[src/rtl/pp_pkg.sv]
`timescale 1ns/1ps
package pp_pkg;
  typedef enum logic [1:0] {S_IDLE, S_RUN, S_TAIL} seq_state_t;

  localparam logic [2:0] SEL_CTRL   = 3'd0;
  localparam logic [2:0] SEL_ADDR_L = 3'd1;
  localparam logic [2:0] SEL_ADDR_H = 3'd2;
  localparam logic [2:0] SEL_CNT_L  = 3'd3;
  localparam logic [2:0] SEL_CNT_H  = 3'd4;
  localparam logic [2:0] SEL_RPT    = 3'd5;

  localparam int CB_GO    = 0;
  localparam int CB_RBEN  = 1;
  localparam int CB_FLUSH = 2;
endpackage

[src/rtl/pp_cmd_regs.sv]
`timescale 1ns/1ps
module pp_cmd_regs #(
  parameter int ADDR_W = 32,
  parameter int CNT_W  = 32,
  parameter int RPT_W  = 16
) (
  input  logic              clk,
  input  logic              rst,
  input  logic              cmd_we,
  input  logic [2:0]        cmd_sel,
  input  logic [15:0]       cmd_wdata,
  output logic [ADDR_W-1:0] base_addr,
  output logic [CNT_W-1:0]  word_count,
  output logic [RPT_W-1:0]  repeat_cnt,
  output logic              rb_en,
  output logic              flush,
  output logic              go_pulse
);
  import pp_pkg::*;

  logic [2:0]  ctrl_q;
  logic [15:0] addr_lo, addr_hi, cnt_lo, cnt_hi, rpt_q;
  logic        unused_ctrl_bits;

  assign unused_ctrl_bits = ^cmd_wdata[15:3];

  always_ff @(posedge clk) begin
    if (rst) begin
      ctrl_q   <= '0;
      addr_lo  <= '0;
      addr_hi  <= '0;
      cnt_lo   <= '0;
      cnt_hi   <= '0;
      rpt_q    <= '0;
      go_pulse <= 1'b0;
    end else begin
      go_pulse <= 1'b0;
      if (cmd_we) begin
        case (cmd_sel)
          SEL_CTRL: begin
            ctrl_q   <= cmd_wdata[2:0];
            go_pulse <= ctrl_q[CB_GO] & ~cmd_wdata[CB_GO];
          end
          SEL_ADDR_L: addr_lo <= cmd_wdata;
          SEL_ADDR_H: addr_hi <= cmd_wdata;
          SEL_CNT_L:  cnt_lo  <= cmd_wdata;
          SEL_CNT_H:  cnt_hi  <= cmd_wdata;
          SEL_RPT:    rpt_q   <= cmd_wdata;
          default: ;
        endcase
      end
    end
  end

  assign base_addr  = ADDR_W'({addr_hi, addr_lo});
  assign word_count = CNT_W'({cnt_hi, cnt_lo});
  assign repeat_cnt = RPT_W'(rpt_q);
  assign rb_en      = ctrl_q[CB_RBEN];
  assign flush      = ctrl_q[CB_FLUSH];
endmodule

[src/rtl/pp_out_fifo.sv]
`timescale 1ns/1ps
module pp_out_fifo #(
  parameter int W     = 32,
  parameter int DEPTH = 2
) (
  input  logic                       clk,
  input  logic                       rst,
  input  logic                       push,
  input  logic [W-1:0]               push_data,
  input  logic                       pop,
  output logic                       out_valid,
  output logic [W-1:0]               out_data,
  output logic [$clog2(DEPTH+1)-1:0] level
);
  localparam int PW = (DEPTH > 1) ? $clog2(DEPTH) : 1;
  localparam int LW = $clog2(DEPTH+1);

  logic [W-1:0]  slots [DEPTH];
  logic [PW-1:0] wp, rp;
  logic [LW-1:0] lvl;

  function automatic logic [PW-1:0] bump(input logic [PW-1:0] p);
    return (p == PW'(DEPTH-1)) ? '0 : p + 1'b1;
  endfunction

  always_ff @(posedge clk) begin
    if (push) slots[wp] <= push_data;
  end

  always_ff @(posedge clk) begin
    if (rst) begin
      wp  <= '0;
      rp  <= '0;
      lvl <= '0;
    end else begin
      if (push) wp <= bump(wp);
      if (pop)  rp <= bump(rp);
      lvl <= lvl + LW'(push) - LW'(pop);
    end
  end

  assign out_valid = (lvl != '0);
  assign out_data  = slots[rp];
  assign level     = lvl;
endmodule

[src/rtl/pp_seq_ctrl.sv]
`timescale 1ns/1ps
module pp_seq_ctrl #(
  parameter int ADDR_W     = 32,
  parameter int CNT_W      = 32,
  parameter int RPT_W      = 16,
  parameter int GRAN_WORDS = 8
) (
  input  logic              clk,
  input  logic              rst,
  input  logic              go_pulse,
  input  logic [ADDR_W-1:0] base_addr,
  input  logic [CNT_W-1:0]  word_count,
  input  logic [RPT_W-1:0]  repeat_cnt,
  input  logic              wr_fire,
  input  logic              rd_fire,
  input  logic              drained,
  output logic              wr_open,
  output logic              rd_open,
  output logic              wr_bank,
  output logic [CNT_W-1:0]  wr_ofs,
  output logic [CNT_W-1:0]  rd_ofs,
  output logic [ADDR_W-1:0] base_q,
  output logic              busy,
  output logic              done,
  output logic              cfg_err
);
  import pp_pkg::*;

  localparam int GL   = $clog2(GRAN_WORDS);
  localparam int PH_W = RPT_W + 1;

  seq_state_t      st;
  logic [PH_W-1:0] phase, last_ph;
  logic [CNT_W-1:0] half, wcnt, rcnt;
  logic            bad_cfg, wr_act, rd_act, wr_full, rd_fin, in_run, ph_end;

  assign bad_cfg = (word_count == '0) | (word_count[GL-1:0] != '0) | (repeat_cnt == '0);
  assign in_run  = (st == S_RUN);
  assign wr_act  = (phase != last_ph);
  assign rd_act  = (phase != '0);
  assign wr_full = (wcnt == half);
  assign rd_fin  = (rcnt == half);
  assign ph_end  = in_run & (~wr_act | wr_full) & (~rd_act | rd_fin);
  assign wr_open = in_run & wr_act & ~wr_full;
  assign rd_open = in_run & rd_act & ~rd_fin;
  assign wr_bank = phase[0];
  assign wr_ofs  = wcnt;
  assign rd_ofs  = rcnt;
  assign busy    = (st != S_IDLE);

  always_ff @(posedge clk) begin
    if (rst) begin
      st      <= S_IDLE;
      phase   <= '0;
      last_ph <= '0;
      half    <= '0;
      wcnt    <= '0;
      rcnt    <= '0;
      base_q  <= '0;
      cfg_err <= 1'b0;
      done    <= 1'b0;
    end else begin
      done <= 1'b0;
      case (st)
        S_IDLE: begin
          if (go_pulse) begin
            if (bad_cfg) begin
              cfg_err <= 1'b1;
            end else begin
              cfg_err <= 1'b0;
              st      <= S_RUN;
              phase   <= '0;
              wcnt    <= '0;
              rcnt    <= '0;
              half    <= word_count >> 1;
              last_ph <= {repeat_cnt, 1'b0};
              base_q  <= base_addr;
            end
          end
        end
        S_RUN: begin
          if (wr_fire) wcnt <= wcnt + 1'b1;
          if (rd_fire) rcnt <= rcnt + 1'b1;
          if (ph_end) begin
            if (phase == last_ph) begin
              st <= S_TAIL;
            end else begin
              phase <= phase + 1'b1;
              wcnt  <= '0;
              rcnt  <= '0;
            end
          end
        end
        S_TAIL: begin
          if (drained) begin
            st   <= S_IDLE;
            done <= 1'b1;
          end
        end
        default: st <= S_IDLE;
      endcase
    end
  end
endmodule

[src/rtl/pingpong_seq.sv]
`timescale 1ns/1ps
module pingpong_seq #(
  parameter int DATA_W     = 32,
  parameter int ADDR_W     = 32,
  parameter int CNT_W      = 32,
  parameter int RPT_W      = 16,
  parameter int GRAN_WORDS = 8,
  parameter int OBUF_DEPTH = 2
) (
  input  logic                   clk,
  input  logic                   rst,
  input  logic                   cmd_we,
  input  logic [2:0]             cmd_sel,
  input  logic [15:0]            cmd_wdata,
  input  logic                   in_valid,
  input  logic [DATA_W-1:0]      in_data,
  output logic                   in_ready,
  output logic                   out_valid,
  output logic [DATA_W-1:0]      out_data,
  input  logic                   out_ready,
  output logic [1:0]             mem_wr_en,
  output logic [1:0][ADDR_W-1:0] mem_wr_addr,
  output logic [1:0][DATA_W-1:0] mem_wr_data,
  output logic [1:0]             mem_rd_en,
  output logic [1:0][ADDR_W-1:0] mem_rd_addr,
  input  logic [1:0][DATA_W-1:0] mem_rd_data,
  output logic                   busy,
  output logic                   done,
  output logic                   cfg_err
);
  localparam int NBANK = 2;
  localparam int FL_W  = $clog2(OBUF_DEPTH+1);
  localparam int OCC_W = FL_W + 1;

  logic [ADDR_W-1:0] base_addr, base_q;
  logic [CNT_W-1:0]  word_count, wr_ofs, rd_ofs;
  logic [RPT_W-1:0]  repeat_cnt;
  logic              rb_en, flush, go_pulse;
  logic              wr_open, rd_open, wr_bank;
  logic              in_fire, wr_fire, rd_fire, pop, drained, room;
  logic              rd_pend, pend_bank;
  logic [FL_W-1:0]   fifo_lvl;
  logic [OCC_W-1:0]  occ;

  pp_cmd_regs #(.ADDR_W(ADDR_W), .CNT_W(CNT_W), .RPT_W(RPT_W)) u_regs (
    .clk(clk), .rst(rst), .cmd_we(cmd_we), .cmd_sel(cmd_sel), .cmd_wdata(cmd_wdata),
    .base_addr(base_addr), .word_count(word_count), .repeat_cnt(repeat_cnt),
    .rb_en(rb_en), .flush(flush), .go_pulse(go_pulse)
  );

  pp_seq_ctrl #(.ADDR_W(ADDR_W), .CNT_W(CNT_W), .RPT_W(RPT_W), .GRAN_WORDS(GRAN_WORDS)) u_ctrl (
    .clk(clk), .rst(rst), .go_pulse(go_pulse), .base_addr(base_addr),
    .word_count(word_count), .repeat_cnt(repeat_cnt),
    .wr_fire(wr_fire), .rd_fire(rd_fire), .drained(drained),
    .wr_open(wr_open), .rd_open(rd_open), .wr_bank(wr_bank),
    .wr_ofs(wr_ofs), .rd_ofs(rd_ofs), .base_q(base_q),
    .busy(busy), .done(done), .cfg_err(cfg_err)
  );

  assign in_ready = flush | wr_open;
  assign in_fire  = in_valid & in_ready;
  assign wr_fire  = in_fire & ~flush;
  assign pop      = out_valid & out_ready;
  assign occ      = OCC_W'(fifo_lvl) + OCC_W'(rd_pend);
  assign room     = (occ - OCC_W'(pop)) < OCC_W'(OBUF_DEPTH);
  assign rd_fire  = rd_open & rb_en & room;
  assign drained  = ~rd_pend & (fifo_lvl == '0);

  always_ff @(posedge clk) begin
    if (rst) begin
      rd_pend   <= 1'b0;
      pend_bank <= 1'b0;
    end else begin
      rd_pend   <= rd_fire;
      pend_bank <= ~wr_bank;
    end
  end

  generate
    for (genvar b = 0; b < NBANK; b++) begin : g_bank
      assign mem_wr_en[b]   = wr_fire & (wr_bank == 1'(b));
      assign mem_wr_addr[b] = base_q + ADDR_W'(wr_ofs);
      assign mem_wr_data[b] = in_data;
      assign mem_rd_en[b]   = rd_fire & (wr_bank != 1'(b));
      assign mem_rd_addr[b] = base_q + ADDR_W'(rd_ofs);
    end
  endgenerate

  pp_out_fifo #(.W(DATA_W), .DEPTH(OBUF_DEPTH)) u_obuf (
    .clk(clk), .rst(rst), .push(rd_pend), .push_data(mem_rd_data[pend_bank]),
    .pop(pop), .out_valid(out_valid), .out_data(out_data), .level(fifo_lvl)
  );
endmodule

[config.mk]
export PLATFORM = sky130hd
export DESIGN_NAME = pingpong_seq
export DESIGN_NICKNAME = d
export VERILOG_FILES = /design/src/rtl/pp_pkg.sv /design/src/rtl/pp_cmd_regs.sv /design/src/rtl/pp_out_fifo.sv /design/src/rtl/pp_seq_ctrl.sv /design/src/rtl/pingpong_seq.sv
export SDC_FILE = /design/constraint.sdc
export NUM_CORES = 1
export LEC_CHECK = 0
export BUFFER_PORTS_ARGS = -buffer_cell sky130_fd_sc_hd__clkbuf_2
export CAP_MARGIN = 20
export CORE_MARGIN = 3
export CORE_UTILIZATION = 55
export DETAILED_ROUTE_END_ITERATION = 10
export GPL_TIMING_DRIVEN = 0
export PLACE_DENSITY = 0.79
export REMOVE_ABC_BUFFERS = 1
export SETUP_SLACK_MARGIN = 0.4
export SYNTH_ARGS = -nofsm -noshare
export SYNTH_HDL_FRONTEND = slang
export SYNTH_HIERARCHICAL = 1
export SYNTH_SLANG_ARGS = --single-unit
[constraint.sdc]
create_clock -name clk -period 5.45 [get_ports clk]
set_clock_uncertainty 0.2 [all_clocks]
set_input_delay 0 -clock clk [delete_from_list [all_inputs] [get_ports clk]]
set_output_delay 0 -clock clk [all_outputs]
set_load 0.01 [all_outputs]
==> results of run 1 <==
metal layers:
metal	routed length (um)	vias up
met3	4540	138
met4	2240	0
met5	0	-
met1	23200	7624
li1	-	7505
met2	26300	730
cells by family after synthesis:
group                    synth area share [%]
multiplexers                             8.99
XOR/XNOR                                 9.22
AO/OA/AOI/OAI                            11.3
AND/OR/NAND/NOR                          19.9
flip-flops                               37.3
buffers and inverters                    8.44
adder cells (fa/ha/maj)                  4.90
cell usage after synthesis (all sizes together), types with 8 or more instances:
library cell,count
o211ai,21
dfxtp,255
clkbuf,63
xor2,114
a21oi,157
nor4,36
nor3,26
inv,35
and2,14
buf,166
nor2b,10
mux2i,85
nand4,43
or3,8
ha,69
a31oi,10
or4,11
nand2b,103
nand2,250
edfxtp,64
mux2,65
nand3,54
o21ai,37
nor2,119
xnor2,82
a211oi,9
and3,29
a21o,36
cells in the final DEF, fill, tap and decap left out, drive strengths merged, types with 43 or more instances in the layout:
cell type,instances
xnor2,82
nand3,54
xor2,114
mux2i,85
a21oi,157
clkbuf,296
edfxtp,64
nor2,119
mux2,65
dlygate4sd3,120
nand4,43
nand2,250
nand2b,103
ha,69
dfxtp,255
final cells by class:
cell class	instances	area, um^2
Fill cell	2675	12000
Multi-Input combinational cell	1484	10300
Antenna cell	1	2.50
Inverter	36	135
Clock buffer	40	913
Sequential cell	319	7030
Clock inverter	21	159
Tap cell	448	561
Timing Repair Buffer	387	2670
flip-flops by register name, summed over array words and instances, names as in the netlist, 17 cells and up, named ones only:
register / cells
u_ctrl/rd_ofs: 32
u_ctrl/half: 31
u_ctrl/phase: 17
u_ctrl/wr_ofs: 32
u_obuf/slots: 64
u_ctrl/base_q: 32
worst max-delay path by stage:
stage                           startpoint  slack [ns]           endpoint  cells after the start
after floorplan           u_regs/cnt_lo[1]        1.57   u_ctrl/base_q[0]                      5
after global placement                 rst       -0.62  u_ctrl/rd_ofs[31]                      6
after detailed placement   u_obuf/level[1]        1.52  u_ctrl/rd_ofs[20]                     13
after CTS                  u_obuf/level[1]        1.50  u_ctrl/rd_ofs[12]                     13
after global routing       u_obuf/level[1]        1.24  u_ctrl/rd_ofs[20]                     13
final                      u_obuf/level[1]        1.44  u_ctrl/rd_ofs[12]                     13
worst max-delay path, cell delays in order (launching register included):
cell and delay, ns:
dfxtp_1 0.37, or2_2 0.31, and2_1 0.20, ha_1 0.29, nand2b_1 0.15, fa_1 0.38, xnor2_1 0.15, nand4_1 0.17
inv_1 0.21, inv_1 0.15, a2111oi_2 0.82, nand3_1 0.21, xor2_1 0.21, nor2_1 0.06
power groups by stage:
stage | clock, mW | sequential, mW | combinational [mW]
2_1_floorplan | 0 | 2.51 | 0.167
3_3_place_gp | 0 | 2.52 | 0.273
3_5_place_dp | 0 | 2.50 | 0.303
4_1_cts | 2.23 | 2.45 | 0.404
5_1_grt | 2.35 | 2.45 | 0.444
6_report | 2.23 | 2.45 | 0.421
what timing repair did:
item                                    CTS  global route
endpoints found under the setup margin    0             0
hold endpoints to repair                218             0
setup buffers                             0             0
hold buffers                            120             0
==> metrics.txt, run 1 <==
DR WL/cell=20.5 um; drt first-iter violations=1,466; RSZ-0062 raised after global routing=no; Root Driver=clkbuf_16; Area growth syn-to-layout=15.3%; maximum clock frequency=0.250 GHz; P_int=3.90 mW; PD cells=235 nW/um^2; Setup Crit Path Kind=reg2reg; All-Layer GR Usage=29.5%; met3 global-route usage=5.24%; Via-to-Cell Ratio=5.85; clk_lat worst skew=0.52 ns; hold depth=2; ANT nets after route=0; met2 Use GR=48.3%; worst hold slack=0.0396 ns; final core occ=64.5%; clock transition at the registers of the reported paths=0.07 ns; Row Count=67; first-pass GRT wire length=85,400 um; initial antenna violation count=0; Min-Delay Endpoint=u_ctrl/base_q[27]; top_reg_cell synth=dfxtp_1; chip width=191 um; routability cong.=0.955; most used routing layer=met2; Clock Power Share=43.8%; Inserted Clock Buffers=34; TritonRoute pass-1 iters=6; net switching power=1.20 mW; worst reg2reg startpoint=u_obuf/level[1]; Worst Path Required=5.62 ns; Setup WS post-layout=1.44 ns; Synth Warn #=6; arrival time of the worst setup path=4.18 ns; sequential share of the synthesized area=37.3%; Area contributors post-synth=dfxtp_1, edfxtp_1, buf_4, xor2_1, nand2_1; Slew HR=27.6%; Non-Filler Instances=2,736; Yosys cell types=92; post-synthesis async set-or-reset flop share=0%; largest net degree at the start of global routing=191; clk sink count=319; Post-synth EDFFs=64; # setup viols final=0; Die H=191 um; met1 global-route usage=38.8%; top cell type's share of synthesized area=27.1%; switching portion of total power=23.5%; Comb power frac=8.3%; final wirelength=56,200 um; layout cells sized above 1=18.6%; Avg Inst Size Synth=9.12 um^2; nets=2,454; DR vias=15,997; slew at the pin with the worst max-slew slack=1.08 ns; H-tree levels=2; Starting Density=55.9%; Startpoint Class=register; status=complete, no violations; R2R setup slack=1.44 ns; Period minus WS final=4.01 ns; number of global-route vias before repair=15,354; CTS resizes=0; post-synth top area cell=dfxtp_1; DRC viols=0; post-DP HPWL=39,400 um; Longest Clk Path Bufs=3; Pwr Total=5.10 mW; die area=36,500 um^2; Cells after DPL=2,550; Gate Count Post-Synth=2,068; Worst Hold Class=in2reg; Yosys reg bits=319; Final Cell Area=21,700 um^2; pre-CTS setup slack=1.52 ns; Max IR drop VDD=197 uV; setup TNS=0 ns; I/O pins=353; grt ovf=0; Tcrit/Tclk final=73.5%; Buffers on Ports=256; worst flop-to-flop path endpoint=u_ctrl/rd_ofs[12]; Hold Crit Start=rst; crit-path max FO=7; register share of total power=48.0%; Core Box Area=33,700 um^2; R2R cell count=13; synthesized area=18,900 um^2; DP Area=19,400 um^2; crit end category=register; LEAKAGE=9.65 nW; max-slew violations=0; CTS tree=done; final hold violations=0; number of max-cap violations=0
Note: power is estimated with default switching activity, not from simulation.
==> inputs of run 2 (changes only) <==
Settings changed: CORE_UTILIZATION 55 to 51, PLACE_DENSITY 0.79 to 0.77.
Clock period 5.45 ns to 3.51 ns, I/O delays scaled along.
==> metrics.txt, run 2 (synthesis gave the netlist of run 1 again) <==
status=complete, but fails checks; failing checks=negative setup slack; worst flop-to-flop path endpoint=u_ctrl/rd_ofs[14]; die area=39,300 um^2; Min-Delay Endpoint=u_obuf/slots[1][31]; All-Layer GR Usage=29.5%; Final Cell Area=23,900 um^2; max reg flops=64; Routed met2 length=29,400 um; DR WL/cell=22.9 um; final hold violations=0; Longest Clk Path Bufs=3; chip width=198 um; Buffers on Ports=256; maximum clock frequency=0.284 GHz; TritonRoute pass-1 iters=6; largest net degree at the start of global routing=155; fill cell count=2,558; nets=2,522; Biggest register=u_obuf/slots; delay-heaviest family, CP=simple AND/OR/NAND/NOR gates; H-tree levels=2; DRC viols=0; Slew HR=29.0%; number of global-route vias before repair=15,930; arrival time of the worst setup path=3.73 ns; initial antenna violation count=1; Inserted Clock Buffers=34; Startpoint Class=register; commonest non-fill, non-tap cell in the layout=nand2_1; clock transition at the registers of the reported paths=0.07 ns; hold depth=3; Worst Hold Class=in2reg; cell mode on critical path=buf_6; DP Area=19,500 um^2; Pwr Total=8.17 mW; max-slew violations=0; worst hold slack=0.159 ns; clk_lat worst skew=0.54 ns; footprint of the multi-input gates=11,500 um^2; most frequent cells in the layout=nand2_1, clkbuf_2, dfxtp_1, a21oi_1, dlygate4sd3_1; wire length on met1=25,300 um; Root Driver=clkbuf_16; layout cells sized above 1=32.7%; Slowest Stage Delay on Critical Path=0.44 ns; setup TNS=-0.0127 ns; PD cells=342 nW/um^2; Area growth syn-to-layout=26.7%; final wirelength=64,400 um; post-DP HPWL=40,000 um; Via-to-Cell Ratio=6.10; LEAKAGE=10.2 nW; Row Count=69; R2R cell count=15; met3 WL=6110 um; # setup viols final=1; grt ovf=0; Period minus WS final=3.52 ns; slew at the pin with the worst max-slew slack=1.06 ns; drt first-iter violations=1,650; clk sink count=319; worst reg2reg startpoint=u_obuf/level[1]; Buf/Inv on CP=4; crit-path max FO=7; routability cong.=0.961; Die H=198 um; RSZ-0062 raised after global routing=yes; DR vias=17,157; R2R setup slack=-0.01 ns; pre-CTS setup slack=-0.429 ns; number of max-cap violations=0; Setup WS post-layout=-0.0127 ns; Core Box Area=36,000 um^2; CP Cell Sequence=or2_4 > and2_4 > ha_4 > nand2b_4 > fa_2 > xnor2_1 > nand4_1 > inv_2 > inv_4 > buf_6 > a2111oi_4 > buf_6 > nand3_2 > xor2_1 > nor2_1; CTS tree=done; Critical Path Slowest Stage Cell=a2111oi_4; Hold Crit Start=mem_rd_data[63]; Worst Path Required=3.72 ns; I/O pins=353; Top Metal Used=met4; crit end category=register; Reg area=7220 um^2; Max IR drop VDD=262 uV; Starting Density=52.4%; Setup Crit Path Kind=reg2reg; ANT nets after route=0; Tcrit/Tclk final=100%; first-pass GRT wire length=91,100 um
==> run 2: worst max-delay path by stage <==
stage	depth (start not counted)	endpoint	from	slack, ns
4_1_cts	13	u_ctrl/rd_ofs[29]	u_obuf/level[1]	0.16
6_report	15	u_ctrl/rd_ofs[14]	u_obuf/level[1]	-0.01
3_3_place_gp	4	u_ctrl/wr_ofs[29]	rst	-2.57
2_1_floorplan	5	u_ctrl/base_q[0]	u_regs/cnt_lo[1]	-0.37
5_1_grt	15	u_ctrl/rd_ofs[14]	u_obuf/level[1]	-0.03
3_5_place_dp	13	u_ctrl/rd_ofs[29]	u_obuf/level[1]	-0.43
==> run 2: stage by stage <==
stage | utilization [%] | cells
finish | 66.4 | 2811
floorplan | - | 1839
global route | 66.4 | 2811
global placement | 53.5 | 2556
detailed placement | 54.0 | 2563
CTS | 63.7 | 2782
==> run 2: what timing repair did <==
| item | 4_1_cts | 5_1_grt |
|---|---|---|
| setup buffers | 41 | 25 |
| hold endpoints to repair | 229 | 0 |
| hold buffers | 122 | 0 |
| endpoints found under the setup margin | 155 | 128 |
| pin swaps | 55 | 65 |
| gates resized for setup | 209 | 192 |
| gates cloned | 1 | 1 |
==> run 2: cell type report <==
class	instances	share of cell area [%]
tap	461	2.41
clock inverter	11	0.649
antenna	1	0.0105
multi-input combinational	1486	48.3
inverter	36	0.581
timing repair buffer	453	13.8
sequential	319	30.2
clock buffer	44	4.02
==> run 2: routing by layer <==
| metal | track usage, % | vias to the layer above |
|---|---|---|
| met5 | 0.617 | - |
| met4 | 11.9 | 0 |
| met3 | 5.02 | 285 |
| met2 | 48.2 | 1051 |
| met1 | 38.8 | 8173 |
| li1 | - | 7648 |
==> run 2: worst register-to-register path: stages (launching register included) <==
cell and delay [ns]:
dfxtp_4 0.34, or2_4 0.23, and2_4 0.15, ha_4 0.21, nand2b_4 0.14, fa_2 0.37, xnor2_1 0.15, nand4_1 0.16
inv_2 0.18, inv_4 0.08, buf_6 0.14, a2111oi_4 0.44, buf_6 0.24, nand3_2 0.10, xor2_1 0.20, nor2_1 0.06
==> run 2: where the power goes <==
part / total, mW / switching, mW / internal [mW]
Combinational: 0.701 / 0.329 / 0.373
Clock: 3.68 / 1.52 / 2.15
Sequential: 3.80 / 0.0407 / 3.75
==> inputs of run 3 (changes only) <==
Settings changed: CORE_UTILIZATION 51 to 55, CTS_BUF_LIST set to sky130_fd_sc_hd__clkbuf_2 sky130_fd_sc_hd__clkbuf_4 sky130_fd_sc_hd__clkbuf_8, PLACE_DENSITY 0.77 to 0.79.
Clock period 3.51 ns to 4.1 ns, I/O delays scaled along.
==> metrics.txt, run 3 (synthesis gave the netlist of run 1 again) <==
status=complete, no violations; crit end category=primary output; final core occ=65.3%; setup TNS=0 ns; Inserted Clock Buffers=50; P_int=5.20 mW; ANT nets after route=0; Max IR drop VDD=211 uV; Non-Filler Instances=2,776; arrival time of the worst setup path=3.40 ns; max reg flops=64; first-pass GRT wire length=85,500 um; Critical Path Slowest Stage Cell=or4_1; H-tree levels=2; clk_lat worst skew=0.58 ns; initial antenna violation count=1; I/O pins=353; post-DP HPWL=39,400 um; grt ovf=0; final wirelength=57,400 um; slew at the pin with the worst max-slew slack=1.27 ns; Longest Clk Path Bufs=3; clk sink count=319; Row Count=67; final hold violations=0; routability cong.=0.955; crit-path max FO=6; Startpoint Class=register; register share of total power=48.1%; most frequent cells in the layout=clkbuf_2, nand2_1, dfxtp_1, a21oi_1, dlygate4sd3_1; RSZ-0062 raised after global routing=no; chip width=191 um; Buffers on Ports=256; Slowest Stage Delay on Critical Path=0.63 ns; Setup Crit Path Kind=reg2out; Tcrit/Tclk final=87.9%; nets=2,481; worst hold slack=0.0907 ns; TritonRoute pass-1 iters=6; max-slew violations=0; Core Box Area=33,700 um^2; DR vias=16,316; Period minus WS final=3.60 ns; DR WL/cell=20.7 um; maximum clock frequency=0.277 GHz; commonest non-fill, non-tap cell in the layout=clkbuf_2; Comb power frac=8.5%; Starting Density=55.9%; Worst Path Required=3.90 ns; Via-to-Cell Ratio=5.88; Cells after DPL=2,550; largest net degree at the start of global routing=191; clock transition at the registers of the reported paths=0.08 ns; DRC viols=0; cell mode on critical path=a31oi_1; layout cells sized above 1=21.0%; number of global-route vias before repair=15,302; Clock Power Share=43.4%; drt first-iter violations=1,613; CTS tree=done; Die H=191 um; Worst Hold Class=in2reg; PD cells=307 nW/um^2; CP Cell Sequence=ha_1 > a21o_1 > nand4_1 > a21oi_1 > or4_1 > a31oi_1 > a31oi_1 > xnor2_1 > clkbuf_2; switching portion of total power=23.0%; fill cell count=2,655; Area growth syn-to-layout=16.6%; die area=36,500 um^2; Pwr Total=6.76 mW; All-Layer GR Usage=29.5%; number of max-cap violations=0; net switching power=1.55 mW; # setup viols final=0; Biggest register=u_obuf/slots; Root Driver=clkbuf_8; Slew HR=15.4%; LEAKAGE=9.80 nW
==> run 3: worst max-delay path, delay by kind of cell (launching register included) <==
kind	cells	cell delay, ns
and+or+nand+nor	2	0.77
buffers and inverters	1	0.17
xor gates and xnor gates	1	0.20
DFF	1	0.51
AOI/OAI and AO/OA	4	0.85
adders and majority gates	1	0.32
==> run 3: through the flow <==
step / cell area [um^2] / setup WS [ns]
after global placement: 19200 / -1.97
after CTS: 21800 / 0.407
final: 22000 / 0.496
after detailed placement: 19400 / 0.174
after global routing: 22000 / 0.381
after floorplan: 17400 / 0.225
==> run 3: power by group through the flow <==
| stage | logic, mW | clock network, mW | registers (mW) |
|---|---|---|---|
| after global placement | 0.363 | 0 | 3.35 |
| after global routing | 0.603 | 3.11 | 3.26 |
| after detailed placement | 0.402 | 0 | 3.32 |
| final | 0.573 | 2.93 | 3.25 |
| after floorplan | 0.221 | 0 | 3.33 |
| after CTS | 0.538 | 2.94 | 3.25 |
==> run 3: routing by layer <==
layer / vias up / global-route usage [%] / routed length [um]
met4: 0 / 10.6 / 1950
met1: 7724 / 39.0 / 23300
met5: - / 0 / 0
met2: 860 / 48.3 / 26900
met3: 156 / 5.78 / 5340
li1: 7576 / - / -
==> run 3: final timing paths <==
check,from,to,slack (ns),depth (start not counted)
min reg2reg,u_regs/addr_lo[15],u_ctrl/base_q[15],0.25,2
max,u_ctrl/wr_ofs[1],mem_wr_addr[31],0.50,9
max reg2reg,u_obuf/level[0],u_ctrl/rd_ofs[29],0.53,13
min,mem_rd_data[49],u_obuf/slots[1][17],0.09,3
==> run 3: cell type report <==
class / count / area [um^2] / area share, %
Multi-Input combinational cell: 1485 / 10400 / 47.3
Sequential cell: 319 / 7040 / 32.0
Timing Repair Buffer: 397 / 2750 / 12.5
Clock buffer: 78 / 961 / 4.37
Tap cell: 448 / 561 / 2.55
Inverter: 36 / 139 / 0.632
Clock inverter: 11 / 136 / 0.620
Antenna cell: 2 / 5.00 / 0.0228
==> run 3: timing repair <==
action                                  CTS  global route
endpoints found under the setup margin   52            71
pin swaps                                 1            12
endpoints found under the hold margin   244             0
resized for setup                         6            24
hold buffers                            122             0
setup buffers                             3             5
cloned                                    0             1
